$ cat src/rtl/cfg_host_pkg.sv
package cfg_host_pkg;

  typedef enum logic [3:0] {
    ST_IDLE, ST_PULL, ST_WSTAT, ST_PRECK, ST_XFER,
    ST_FLUSH, ST_USER, ST_DONE, ST_ERR
  } cfg_state_e;

  typedef enum logic [2:0] {
    E_NONE      = 3'd0,
    E_STUCK     = 3'd1,
    E_STAT_TO   = 3'd2,
    E_STAT_LOST = 3'd3,
    E_DONE_TO   = 3'd4
  } cfg_err_e;

  // microseconds to system cycles, never below one cycle
  function automatic int us_to_cyc(input int us, input int mhz);
    int c;
    c = us * mhz;
    return (c < 1) ? 1 : c;
  endfunction

  function automatic int max_of(input int a, input int b);
    return (a > b) ? a : b;
  endfunction

endpackage

$ cat src/rtl/cfg_sync.sv
module cfg_sync #(
  parameter int W = 2
) (
  input  logic         clk,
  input  logic         rst_n,
  input  logic [W-1:0] d,
  output logic [W-1:0] q
);
  logic [W-1:0] meta;

  for (genvar i = 0; i < W; i++) begin : g_bit
    always_ff @(posedge clk) begin
      if (!rst_n) begin
        meta[i] <= 1'b0;
        q[i]    <= 1'b0;
      end else begin
        meta[i] <= d[i];
        q[i]    <= meta[i];
      end
    end
  end
endmodule

$ cat src/rtl/cfg_delay_timer.sv
module cfg_delay_timer #(
  parameter int TW = 8
) (
  input  logic          clk,
  input  logic          rst_n,
  input  logic          load,
  input  logic [TW-1:0] val,
  output logic          expired
);
  logic [TW-1:0] cnt;

  always_ff @(posedge clk) begin
    if (!rst_n)            cnt <= '0;
    else if (load)         cnt <= val;
    else if (cnt != '0)    cnt <= cnt - 1'b1;
  end

  assign expired = (cnt == '0);
endmodule

$ cat src/rtl/cfg_dclk_gen.sv
module cfg_dclk_gen #(
  parameter int DIV = 2
) (
  input  logic clk,
  input  logic rst_n,
  input  logic run,
  output logic dclk,
  output logic rise,
  output logic fall
);
  localparam int CW = (DIV > 1) ? $clog2(DIV) : 1;

  logic [CW-1:0] cnt;
  logic          active;
  logic          tick;

  // a high phase always completes even after run drops
  assign active = run || dclk;
  assign tick   = active && (cnt == '0);
  assign rise   = tick && !dclk;
  assign fall   = tick && dclk;

  always_ff @(posedge clk) begin
    if (!rst_n) begin
      cnt  <= CW'(DIV - 1);
      dclk <= 1'b0;
    end else begin
      if (!active || tick) cnt <= CW'(DIV - 1);
      else                 cnt <= cnt - 1'b1;
      if (tick) dclk <= ~dclk;
    end
  end

  int hi_len;
  always_ff @(posedge clk) begin
    if (!rst_n) hi_len <= 0;
    else        hi_len <= dclk ? hi_len + 1 : 0;
  end

  AST_HIGH_PHASE: assert property (@(posedge clk) disable iff (!rst_n)
    $fell(dclk) |-> hi_len == DIV);
endmodule

$ cat src/rtl/fpga_cfg_host.sv
module fpga_cfg_host
  import cfg_host_pkg::*;
#(
  parameter int W          = 8,
  parameter int N          = 2,
  parameter int DIV        = 2,
  parameter int CLK_MHZ    = 125,
  parameter bit MON_STATUS = 1'b1,
  parameter int T_LOW_US   = 2,
  parameter int T_STO_US   = 3000,
  parameter int T_ST2CK_US = 10,
  parameter int T_CF2CK_US = 3010,
  parameter int T_UM_US    = 200,
  parameter int FLUSH_MAX  = 1024
) (
  input  logic         clk,
  input  logic         rst_n,
  input  logic         start,
  input  logic         s_valid,
  output logic         s_ready,
  input  logic [W-1:0] s_data,
  input  logic         s_last,
  output logic         tgt_cfg_n,
  output logic         tgt_dclk,
  output logic [W-1:0] tgt_data,
  input  logic         tgt_status_n,
  input  logic         tgt_conf_done,
  output logic         done,
  output logic [2:0]   err_code
);
  localparam int L_LOW   = us_to_cyc(T_LOW_US, CLK_MHZ);
  localparam int L_STO   = us_to_cyc(T_STO_US, CLK_MHZ);
  localparam int L_ST2CK = us_to_cyc(T_ST2CK_US, CLK_MHZ);
  localparam int L_CF2CK = us_to_cyc(T_CF2CK_US, CLK_MHZ);
  localparam int L_UM    = us_to_cyc(T_UM_US, CLK_MHZ);
  localparam int MAXV    = max_of(max_of(L_LOW, L_STO),
                                  max_of(max_of(L_ST2CK, L_CF2CK), L_UM));
  localparam int TW      = $clog2(MAXV + 1);
  localparam int BW      = $clog2(N + 1);
  localparam int FW      = $clog2(FLUSH_MAX + 1);

  cfg_state_e     state, state_d;
  cfg_err_e       err_q, err_val;
  logic           err_set, restart;
  logic           tmr_load, tmr_exp;
  logic [TW-1:0]  tmr_val;
  logic           st_ok_s, cd_s;
  logic           run, rise, fall;
  logic [W-1:0]   data_q;
  logic           last_q, have, accept, word_end, lost;
  logic [BW-1:0]  beat;
  logic [FW-1:0]  fcnt;

  cfg_sync #(.W(2)) u_sync (
    .clk(clk), .rst_n(rst_n),
    .d({tgt_status_n, tgt_conf_done}), .q({st_ok_s, cd_s}));

  cfg_delay_timer #(.TW(TW)) u_tmr (
    .clk(clk), .rst_n(rst_n), .load(tmr_load), .val(tmr_val), .expired(tmr_exp));

  cfg_dclk_gen #(.DIV(DIV)) u_dclk (
    .clk(clk), .rst_n(rst_n), .run(run), .dclk(tgt_dclk), .rise(rise), .fall(fall));

  // named events shared by the sequencer and the assertions
  assign restart  = start && (state == ST_IDLE || state == ST_DONE || state == ST_ERR);
  assign accept   = s_valid && s_ready;
  assign word_end = (state == ST_XFER) && have && fall && (beat == BW'(N));
  assign lost     = MON_STATUS && !st_ok_s;
  assign run      = ((state == ST_XFER) && have) || (state == ST_FLUSH);
  assign s_ready  = (state == ST_XFER) && !have;

  always_comb begin
    state_d  = state;
    tmr_load = 1'b0;
    tmr_val  = '0;
    err_set  = 1'b0;
    err_val  = E_NONE;
    unique case (state)
      ST_IDLE, ST_DONE, ST_ERR:
        if (start) begin
          state_d = ST_PULL; tmr_load = 1'b1; tmr_val = TW'(L_LOW - 1);
        end
      ST_PULL:
        if (tmr_exp) begin
          if (cd_s || (MON_STATUS && st_ok_s)) begin
            state_d = ST_ERR; err_set = 1'b1; err_val = E_STUCK;
          end else if (MON_STATUS) begin
            state_d = ST_WSTAT; tmr_load = 1'b1; tmr_val = TW'(L_STO - 1);
          end else begin
            state_d = ST_PRECK; tmr_load = 1'b1; tmr_val = TW'(L_CF2CK - 1);
          end
        end
      ST_WSTAT:
        if (st_ok_s) begin
          state_d = ST_PRECK; tmr_load = 1'b1; tmr_val = TW'(L_ST2CK - 1);
        end else if (tmr_exp) begin
          state_d = ST_ERR; err_set = 1'b1; err_val = E_STAT_TO;
        end
      ST_PRECK:
        if (lost) begin
          state_d = ST_ERR; err_set = 1'b1; err_val = E_STAT_LOST;
        end else if (tmr_exp) begin
          state_d = ST_XFER;
        end
      ST_XFER:
        if (lost) begin
          state_d = ST_ERR; err_set = 1'b1; err_val = E_STAT_LOST;
        end else if (word_end && last_q) begin
          state_d = ST_FLUSH;
        end
      ST_FLUSH:
        if (lost) begin
          state_d = ST_ERR; err_set = 1'b1; err_val = E_STAT_LOST;
        end else if (cd_s) begin
          state_d = ST_USER; tmr_load = 1'b1; tmr_val = TW'(L_UM - 1);
        end else if (rise && fcnt == FW'(FLUSH_MAX - 1)) begin
          state_d = ST_ERR; err_set = 1'b1; err_val = E_DONE_TO;
        end
      ST_USER:
        if (tmr_exp) state_d = ST_DONE;
      default: state_d = ST_IDLE;
    endcase
  end

  always_ff @(posedge clk) begin
    if (!rst_n) begin
      state  <= ST_IDLE;
      err_q  <= E_NONE;
      data_q <= '0;
      last_q <= 1'b0;
      have   <= 1'b0;
      beat   <= '0;
      fcnt   <= '0;
    end else begin
      state <= state_d;
      if (err_set)      err_q <= err_val;
      else if (restart) err_q <= E_NONE;
      if (accept) begin
        data_q <= s_data;
        last_q <= s_last;
        have   <= 1'b1;
        beat   <= '0;
      end else if (state == ST_XFER && have) begin
        if (rise)     beat <= beat + 1'b1;
        if (word_end) have <= 1'b0;
      end else if (state != ST_XFER) begin
        have <= 1'b0;
      end
      if (state != ST_FLUSH) fcnt <= '0;
      else if (rise)         fcnt <= fcnt + 1'b1;
    end
  end

  assign tgt_cfg_n = (state != ST_PULL);
  assign tgt_data  = data_q;
  assign done      = (state == ST_DONE);
  assign err_code  = err_q;

  int low_len;
  always_ff @(posedge clk) begin
    if (!rst_n) low_len <= 0;
    else        low_len <= tgt_cfg_n ? 0 : low_len + 1;
  end

  AST_CFG_LOW_MIN: assert property (@(posedge clk) disable iff (!rst_n)
    $rose(tgt_cfg_n) |-> low_len >= L_LOW);
  AST_DATA_HOLD: assert property (@(posedge clk) disable iff (!rst_n)
    tgt_dclk |-> $stable(tgt_data));
  AST_READY_LOW: assert property (@(posedge clk) disable iff (!rst_n)
    s_ready |-> !tgt_dclk);
  AST_ERR_STOPS: assert property (@(posedge clk) disable iff (!rst_n)
    (state == ST_ERR && !tgt_dclk) |=> !tgt_dclk);
  AST_DONE_AFTER_CD: assert property (@(posedge clk) disable iff (!rst_n)
    $rose(done) |-> cd_s);
  AST_ERR_CLEARED: assert property (@(posedge clk) disable iff (!rst_n)
    restart |=> err_code == 3'd0);
endmodule

$ cat config.mk
export PLATFORM = sky130hd
export DESIGN_NAME = fpga_cfg_host
export DESIGN_NICKNAME = d
export VERILOG_FILES = /design/src/rtl/cfg_host_pkg.sv /design/src/rtl/cfg_sync.sv /design/src/rtl/cfg_delay_timer.sv /design/src/rtl/cfg_dclk_gen.sv /design/src/rtl/fpga_cfg_host.sv
export SDC_FILE = /design/constraint.sdc
export NUM_CORES = 1
export LEC_CHECK = 0
export ABC_AREA = 1
export BUFFER_PORTS_ARGS = -buffer_cell sky130_fd_sc_hd__buf_2
export CORE_ASPECT_RATIO = 0.7
export CORE_UTILIZATION = 63
export DETAILED_ROUTE_END_ITERATION = 12
export GPL_TIMING_DRIVEN = 0
export PLACE_DENSITY = 0.91
export SETUP_SLACK_MARGIN = 0.15
export SLEW_MARGIN = 20
export SYNTH_ARGS = -nofsm -noshare
export SYNTH_HDL_FRONTEND = slang
export SYNTH_SLANG_ARGS = --single-unit
$ cat constraint.sdc
create_clock -name clk -period 4.3 [get_ports clk]
set_input_delay 0.86 -clock clk [delete_from_list [all_inputs] [get_ports clk]]
set_output_delay 0.86 -clock clk [all_outputs]
set_load 0.02 [all_outputs]
==> results of run 1 <==
-- power by group through the flow --
| stage | combinational, mW | sequential, mW | clock (mW) |
|---|---|---|---|
| 2_1_floorplan | 0.868 | 0.715 | 0 |
| 3_3_place_gp | 1.09 | 0.719 | 0 |
| 3_5_place_dp | 1.11 | 0.723 | 0 |
| 4_1_cts | 1.13 | 0.714 | 0.400 |
| 5_1_grt | 1.29 | 0.728 | 0.421 |
| 6_report | 1.16 | 0.718 | 0.404 |
-- final timing paths --
kind | start | end | slack [ps] | cells after the start
worst min-delay path | u_sync.meta[0] | u_sync.q[0] | 420 | 2
worst min register to register | u_sync.meta[0] | u_sync.q[0] | 420 | 2
worst max register to register | u_tmr.cnt[14] | u_tmr.cnt[2] | 2300 | 9
worst max-delay path | state[1] | s_ready | 1800 | 6
-- kinds of logic (layout without fill, tap and decap cells) --
| logic type | after synthesis | in the layout | synth area share |
|---|---|---|---|
| fa+ha+maj | 4 | 4 | 0.0170 |
| xor+xnor | 11 | 11 | 0.0327 |
| simple gates | 228 | 228 | 0.362 |
| buf+inv | 63 | 99 | 0.0863 |
| flops | 55 | 55 | 0.374 |
| compound gates | 68 | 68 | 0.128 |
-- area by class of cell --
type                       instances  share of cell area
tap                               55              0.0210
sequential                        55               0.335
clock inverter                     2              0.0183
buffer                            10              0.0168
multi-input combinational        311               0.483
timing repair buffer              28              0.0427
clock buffer                       6              0.0221
inverter                          53              0.0606
-- metal layers --
layer	track usage	wire length [um]
met5	0	0
met4	0.0969	80
met3	0.0794	649
met2	0.485	3100
met1	0.430	3440
-- cells in the final DEF (no fill, tap or decap), types with 2 or more instances in the layout --
cell	synthesis	layout
nand2_1	96	96
dfxtp_1	55	55
nor2_1	50	50
inv_1	48	48
a21oi_1	42	42
nand3_1	32	32
buf_2	2	30
nand4_1	13	13
xor2_1	11	11
nor2_2	8	8
o21ai_0	8	8
o21ai_1	7	7
nor3_1	7	7
clkbuf_1	5	6
clkbuf_8	0	5
inv_2	4	4
nand3_2	4	4
a31oi_1	4	4
ha_1	4	4
nor2_4	3	3
nand2_2	3	3
nor4_1	3	3
buf_4	2	2
nand2_4	2	2
nor3b_1	2	2
o21a_1	2	2
bufinv_16	0	2
-- metrics by stage --
step	setup WS [ps]	instance area, um^2
6_report	1800	3280
5_1_grt	1670	3280
4_1_cts	1810	3280
3_5_place_dp	2080	3150
3_3_place_gp	2120	3150
2_1_floorplan	2430	2940
-- registers in the layout, summed over array words and instances (netlist names) --
name / flops
u_tmr.cnt: 19
fcnt: 11
tgt_data: 8
state: 4
err_code: 3
beat: 2
u_sync.meta: 2
u_sync.q: 2
have: 1
last_q: 1
u_dclk.cnt: 1
u_dclk.dclk: 1
-- critical path: cells and delay by family, from the launching register on --
kind,cells,cell delay [ps]
buffers and inverters,3,570
and+or+nand+nor,3,440
DFF,1,310
==> results.json, run 1 <==
{
  "clockBufferDepth": 2,
  "ir_worst_vdd_uv": 489,
  "crit_chain": "buf_4, nor2_2, nand2_1, nor2_1, buf_2, buf_2",
  "core.rowCount": 20,
  "p_leak_nw": 1.52,
  "synthArstFlopShare": 0,
  "cp.required_ps": 3440,
  "drt_iter0_drc": 290,
  "area_delta_synth_final_pct": 11.6,
  "critPathCaptureType": "primary output",
  "synth-seq-area-share": 0.374,
  "finalCritPeriodShare": 0.580,
  "viasPerCell": 5.69,
  "synth_area_um2": 2940,
  "regArea_um2": 1100,
  "clock_skew_ps": 8.00,
  "syn_inst": 429,
  "dp_cells": 512,
  "grt_max_degree": 17,
  "dpl.hpwl_mm": 5.41,
  "synth_edf_count": 0,
  "layout.cells.non_filler": 520,
  "status": "finished, final reports clean",
  "clkLatencyLatePin_ps": 320,
  "dr.pass1.iters": 5,
  "crit_type": "reg -> out",
  "drive_gt1_frac": 0.146,
  "p_int_mw": 1.24,
  "die_w_um": 83.7,
  "setup_viol": 0,
  "antenna_cells": 0,
  "arrival_ps": 1640,
  "fmax_mhz": 401,
  "final_max_slew_viol_count": 0,
  "grt_pass1_wl_mm": 12.1,
  "root_buffer": "clkbuf_8",
  "fillers": 351,
  "numClockSinks": 55,
  "ys_types": 37,
  "dieArea_um2": 4950,
  "wl_per_cell_um": 14.0,
  "cpMaxStageDelayCell": "dfxtp_1",
  "final_antenna_net_count": 0,
  "p_switching_mw": 1.05,
  "ys_seq_elements": 55,
  "rsz0062_at_grt": "no",
  "yosys_warnings": 0,
  "gp_congestion": 0.993,
  "ctsHtreeMaxLevel": 2,
  "postCtsSetupBuffers": 0,
  "ys.flop_type": "dfxtp_1",
  "hold_slack_ps": 419,
  "synth.top_cell.area_share": 0.374,
  "drcViolationCount": 0,
  "cts_tree": "built",
  "maxCapViolCount": 0,
  "pin_count": 30,
  "combPwrFrac": 0.509,
  "post_cts_resized": 0,
  "grt_overflow": 0,
  "fin_nets": 483,
  "slowest_delay_ps": 310,
  "yosysMostFrequentCell": "nand2_1",
  "pwr-share-clk": 0.177,
  "core_um2": 4400,
  "die_y_um": 59.2,
  "antenna_found_initial": 0,
  "p_per_area_nw_per_um2": 696,
  "wl_mm": 7.27,
  "ctsHoldBuffers": 0,
  "numPortBuffers": 28,
  "final_hold_viol_count": 0,
  "clkTransAtPathRegs_ps": 100,
  "final_util": 0.746,
  "slew_headroom": 0.591,
  "dr_total_vias": 2957,
  "fin_crit_ps": 2500,
  "synth_nets": 448,
  "hold_path.class": "reg -> reg",
  "crit_path_max_fanout": 10,
  "swShare": 0.458,
  "multi_input_area_um2": 1590,
  "yosysTopAreaCell": "dfxtp_1",
  "synth.avg_cell_area_um2": 6.86,
  "tns_ps": 0,
  "power_mw": 2.29,
  "initial_core_util": 0.668,
  "synth_area_leaders": "dfxtp_1, nand2_1, a21oi_1",
  "grt_usage": 0.311,
  "yosys-top-cells-count": "nand2_1, dfxtp_1, nor2_1, inv_1, a21oi_1",
  "cts_buffers": 5,
  "grt_pass1_vias": 2668,
  "crit_top_cell": "buf_2",
  "crit_path_start_kind": "flop",
  "seq_power_share": 0.314,
  "worst_slew_pin_slew_ps": 609
}
Note: power is estimated with default switching activity, not from simulation.
==> run 2, diff against run 1 <==
--- a/config.mk
+++ b/config.mk
@@ -5,13 +5,13 @@
 export SDC_FILE = /design/constraint.sdc
 export NUM_CORES = 1
 export LEC_CHECK = 0
-export ABC_AREA = 1
+export ABC_AREA = 0
 export BUFFER_PORTS_ARGS = -buffer_cell sky130_fd_sc_hd__buf_2
 export CORE_ASPECT_RATIO = 0.7
-export CORE_UTILIZATION = 63
+export CORE_UTILIZATION = 58
 export DETAILED_ROUTE_END_ITERATION = 12
 export GPL_TIMING_DRIVEN = 0
-export PLACE_DENSITY = 0.91
+export PLACE_DENSITY = 0.86
 export SETUP_SLACK_MARGIN = 0.15
 export SLEW_MARGIN = 20
 export SYNTH_ARGS = -nofsm -noshare
==> constraint.sdc (replaced) <==
create_clock -name clk -period 2.3 [get_ports clk]
set_input_delay 0.46 -clock clk [delete_from_list [all_inputs] [get_ports clk]]
set_output_delay 0.46 -clock clk [all_outputs]
set_load 0.02 [all_outputs]
==> run 2 against run 1 <==
The flow now finishes with violations (negative setup slack). Non-clock buffer count up 32. Cell area up 8.8%. Sequential share of layout area down 2.5 points. Wire length up 45%. Worst setup slack worse by 2100 ps. Synthesized area down 7.6%. First-iteration DRC count up 120%. Register-to-register slack worse by 2600 ps. Critical path type is now reg -> reg. Utilization up 6.1 points. Global-route usage up 3.1 points. Clock power up 50%.
==> results.json, run 2 <==
{
  "drt_iter0_drc": 646,
  "clockBufferDepth": 2,
  "clkLatencyLatePin_ps": 320,
  "core.rowCount": 20,
  "p_per_area_nw_per_um2": 1220,
  "largest_register": "u_tmr.cnt",
  "grt_pass1_wl_mm": 13.2,
  "ir_worst_vdd_uv": 1100,
  "crit_path_max_fanout": 6,
  "dpl.hpwl_mm": 4.78,
  "yosysMostFrequentCell": "dfxtp_1",
  "crit_path_start_kind": "flop",
  "numPortBuffers": 29,
  "cts_buffers": 5,
  "synth_area_leaders": "dfxtp_1, nor2_1, xnor2_1",
  "cts_tree": "built",
  "viasPerCell": 7.04,
  "hold_path.class": "in -> reg",
  "synthArstFlopShare": 0,
  "drcViolationCount": 0,
  "fin_nets": 410,
  "drive_gt1_frac": 0.306,
  "area_delta_synth_final_pct": 31.5,
  "layout.cells.non_filler": 447,
  "wl_per_cell_um": 23.6,
  "wl_mm": 10.5,
  "final_cell_mix": "dfxtp_1, nor2_1, buf_2",
  "final_hold_viol_count": 0,
  "synth_nets": 349,
  "combPwrFrac": 0.560,
  "pwr-share-clk": 0.139,
  "rsz0062_at_grt": "yes",
  "dr.pass1.iters": 6,
  "p_int_mw": 2.38,
  "grt_usage": 0.342,
  "ctsHtreeMaxLevel": 2,
  "slew_headroom": 0.501,
  "failed_checks": "negative setup slack",
  "root_buffer": "clkbuf_8",
  "final_util": 0.807,
  "grt_max_degree": 19,
  "grt_pass1_vias": 2715,
  "finalCritPeriodShare": 1.12,
  "dr_total_vias": 3146,
  "setup_viol": 27,
  "die_w_um": 83.8,
  "fin_crit_ps": 2570,
  "yosys_warnings": 0,
  "antenna_cells": 0,
  "clkTransAtPathRegs_ps": 110,
  "fin_area_um2": 3570,
  "grt_overflow": 0,
  "numClockSinks": 55,
  "layout_commonest_cell": "dfxtp_1",
  "yosysTopAreaCell": "dfxtp_1",
  "die_y_um": 59.3,
  "pin_count": 30,
  "synth_edf_count": 0,
  "antenna_found_initial": 0,
  "initial_core_util": 0.614,
  "synth.top_cell.area_share": 0.405,
  "seq_power_share": 0.301,
  "cp.required_ps": 2490,
  "synth_area_um2": 2720,
  "status": "finished with violations",
  "largest_register_ffs": 19,
  "final_max_slew_viol_count": 0,
  "ys_types": 45,
  "critPathCaptureType": "flop",
  "maxCapViolCount": 0,
  "crit_type": "reg -> reg",
  "final.setup.worst_slack_ps": -270,
  "fmax_mhz": 389,
  "synth.avg_cell_area_um2": 8.24,
  "gp_congestion": 0.932,
  "ctsHoldBuffers": 0,
  "dpl-instance-area_um2": 2980,
  "worst_slew_pin_slew_ps": 749,
  "dp_cells": 414,
  "syn_inst": 330,
  "synth-seq-area-share": 0.405,
  "ys_seq_elements": 55,
  "dieArea_um2": 4970,
  "yosys-top-cells-count": "dfxtp_1, nor2_1, nand2_1, o21ai_0, a21oi_1",
  "clock_skew_ps": 13.4,
  "p_leak_nw": 1.41,
  "swShare": 0.454,
  "ys.flop_type": "dfxtp_1",
  "final_antenna_net_count": 0,
  "arrival_ps": 2760,
  "core_um2": 4430,
  "p_switching_mw": 1.98
}
-- run 2: cell count changes in the layout (fill, tap and decap cells not counted), sizes merged, moves of 7 or more --
cell and change:
nand2 -76, mux2i +11, buf +24, nand3 -24
a21oi -24, nor2 -15, or3 +13, nand4 -10
clkbuf +8, xnor2 +17, inv -42, o21ai +7
-- run 2: kinds of logic after synthesis --
logic type / after synthesis / share of synthesized area
flops: 55 / 0.405
buf+inv: 26 / 0.0391
simple gates: 146 / 0.275
mux: 11 / 0.0405
fa+ha+maj: 4 / 0.0184
compound gates: 66 / 0.151
xor+xnor: 22 / 0.0709
-- run 2: final cells by class --
class	count	area (um^2)
multi-input cells	249	1800
flip-flops and latches	55	1110
fillers	208	855
repair buffers	54	347
plain buffers	16	111
clock buffers	6	82.6
well taps	55	68.8
inverters	10	37.5
clock inverters	2	18.8
-- run 2: repair_timing --
| action | CTS | global route |
|---|---|---|
| setup endpoints to repair | 42 | 46 |
| pin swaps | 14 | 18 |
| gates cloned | 1 | 0 |
| buffers inserted | 15 | 9 |
| resized for setup | 36 | 41 |
-- run 2: layer usage --
metal / part of all wire / track usage / vias to the layer above
li1: - / - / 1290
met1: 0.36 / 0.439 / 1438
met2: 0.43 / 0.543 / 320
met3: 0.14 / 0.0933 / 98
met4: 0.066 / 0.167 / 0
met5: 0 / 0.0101 / -
-- run 2: critical path, cell delays in order, from the launching register on --
cell      delay (ps)
dfxtp_2          390
or4b_1           540
or3_4            350
buf_6            130
nor4_4           300
o221ai_4         220
nor4_4           340
o21ai_1          170
-- run 2: power groups by stage --
stage                     logic (mW)  clock network, mW  registers, mW
after global routing            2.49              0.636           1.32
after global placement          1.42                  0           1.26
after detailed placement        1.46                  0           1.27
after CTS                       1.91              0.588           1.26
after floorplan                 1.18                  0           1.24
final                           2.44              0.604           1.31
-- run 2: through the flow --
step | setup TNS [ps] | power (mW) | hold slack, ps | worst slack (ps)
finish | -4310 | 4.35 | 338 | -270
global route | -4870 | 4.45 | 333 | -320
CTS | -1650 | 3.76 | 348 | -225
detailed placement | -4440 | 2.73 | 432 | -285
global placement | -3210 | 2.68 | 417 | -229
floorplan | 0 | 2.42 | 412 | 22.7
-- run 2: path summary, 6_finish.rpt --
path                            depth (start not counted)              to         start  slack, ps
worst max-delay path                                    7     err_code[2]      state[3]       -270
worst min register to register                          1      u_dclk.cnt    u_dclk.cnt        490
worst max register to register                          7     err_code[2]      state[3]       -270
worst min-delay path                                    2  u_sync.meta[1]  tgt_status_n        340
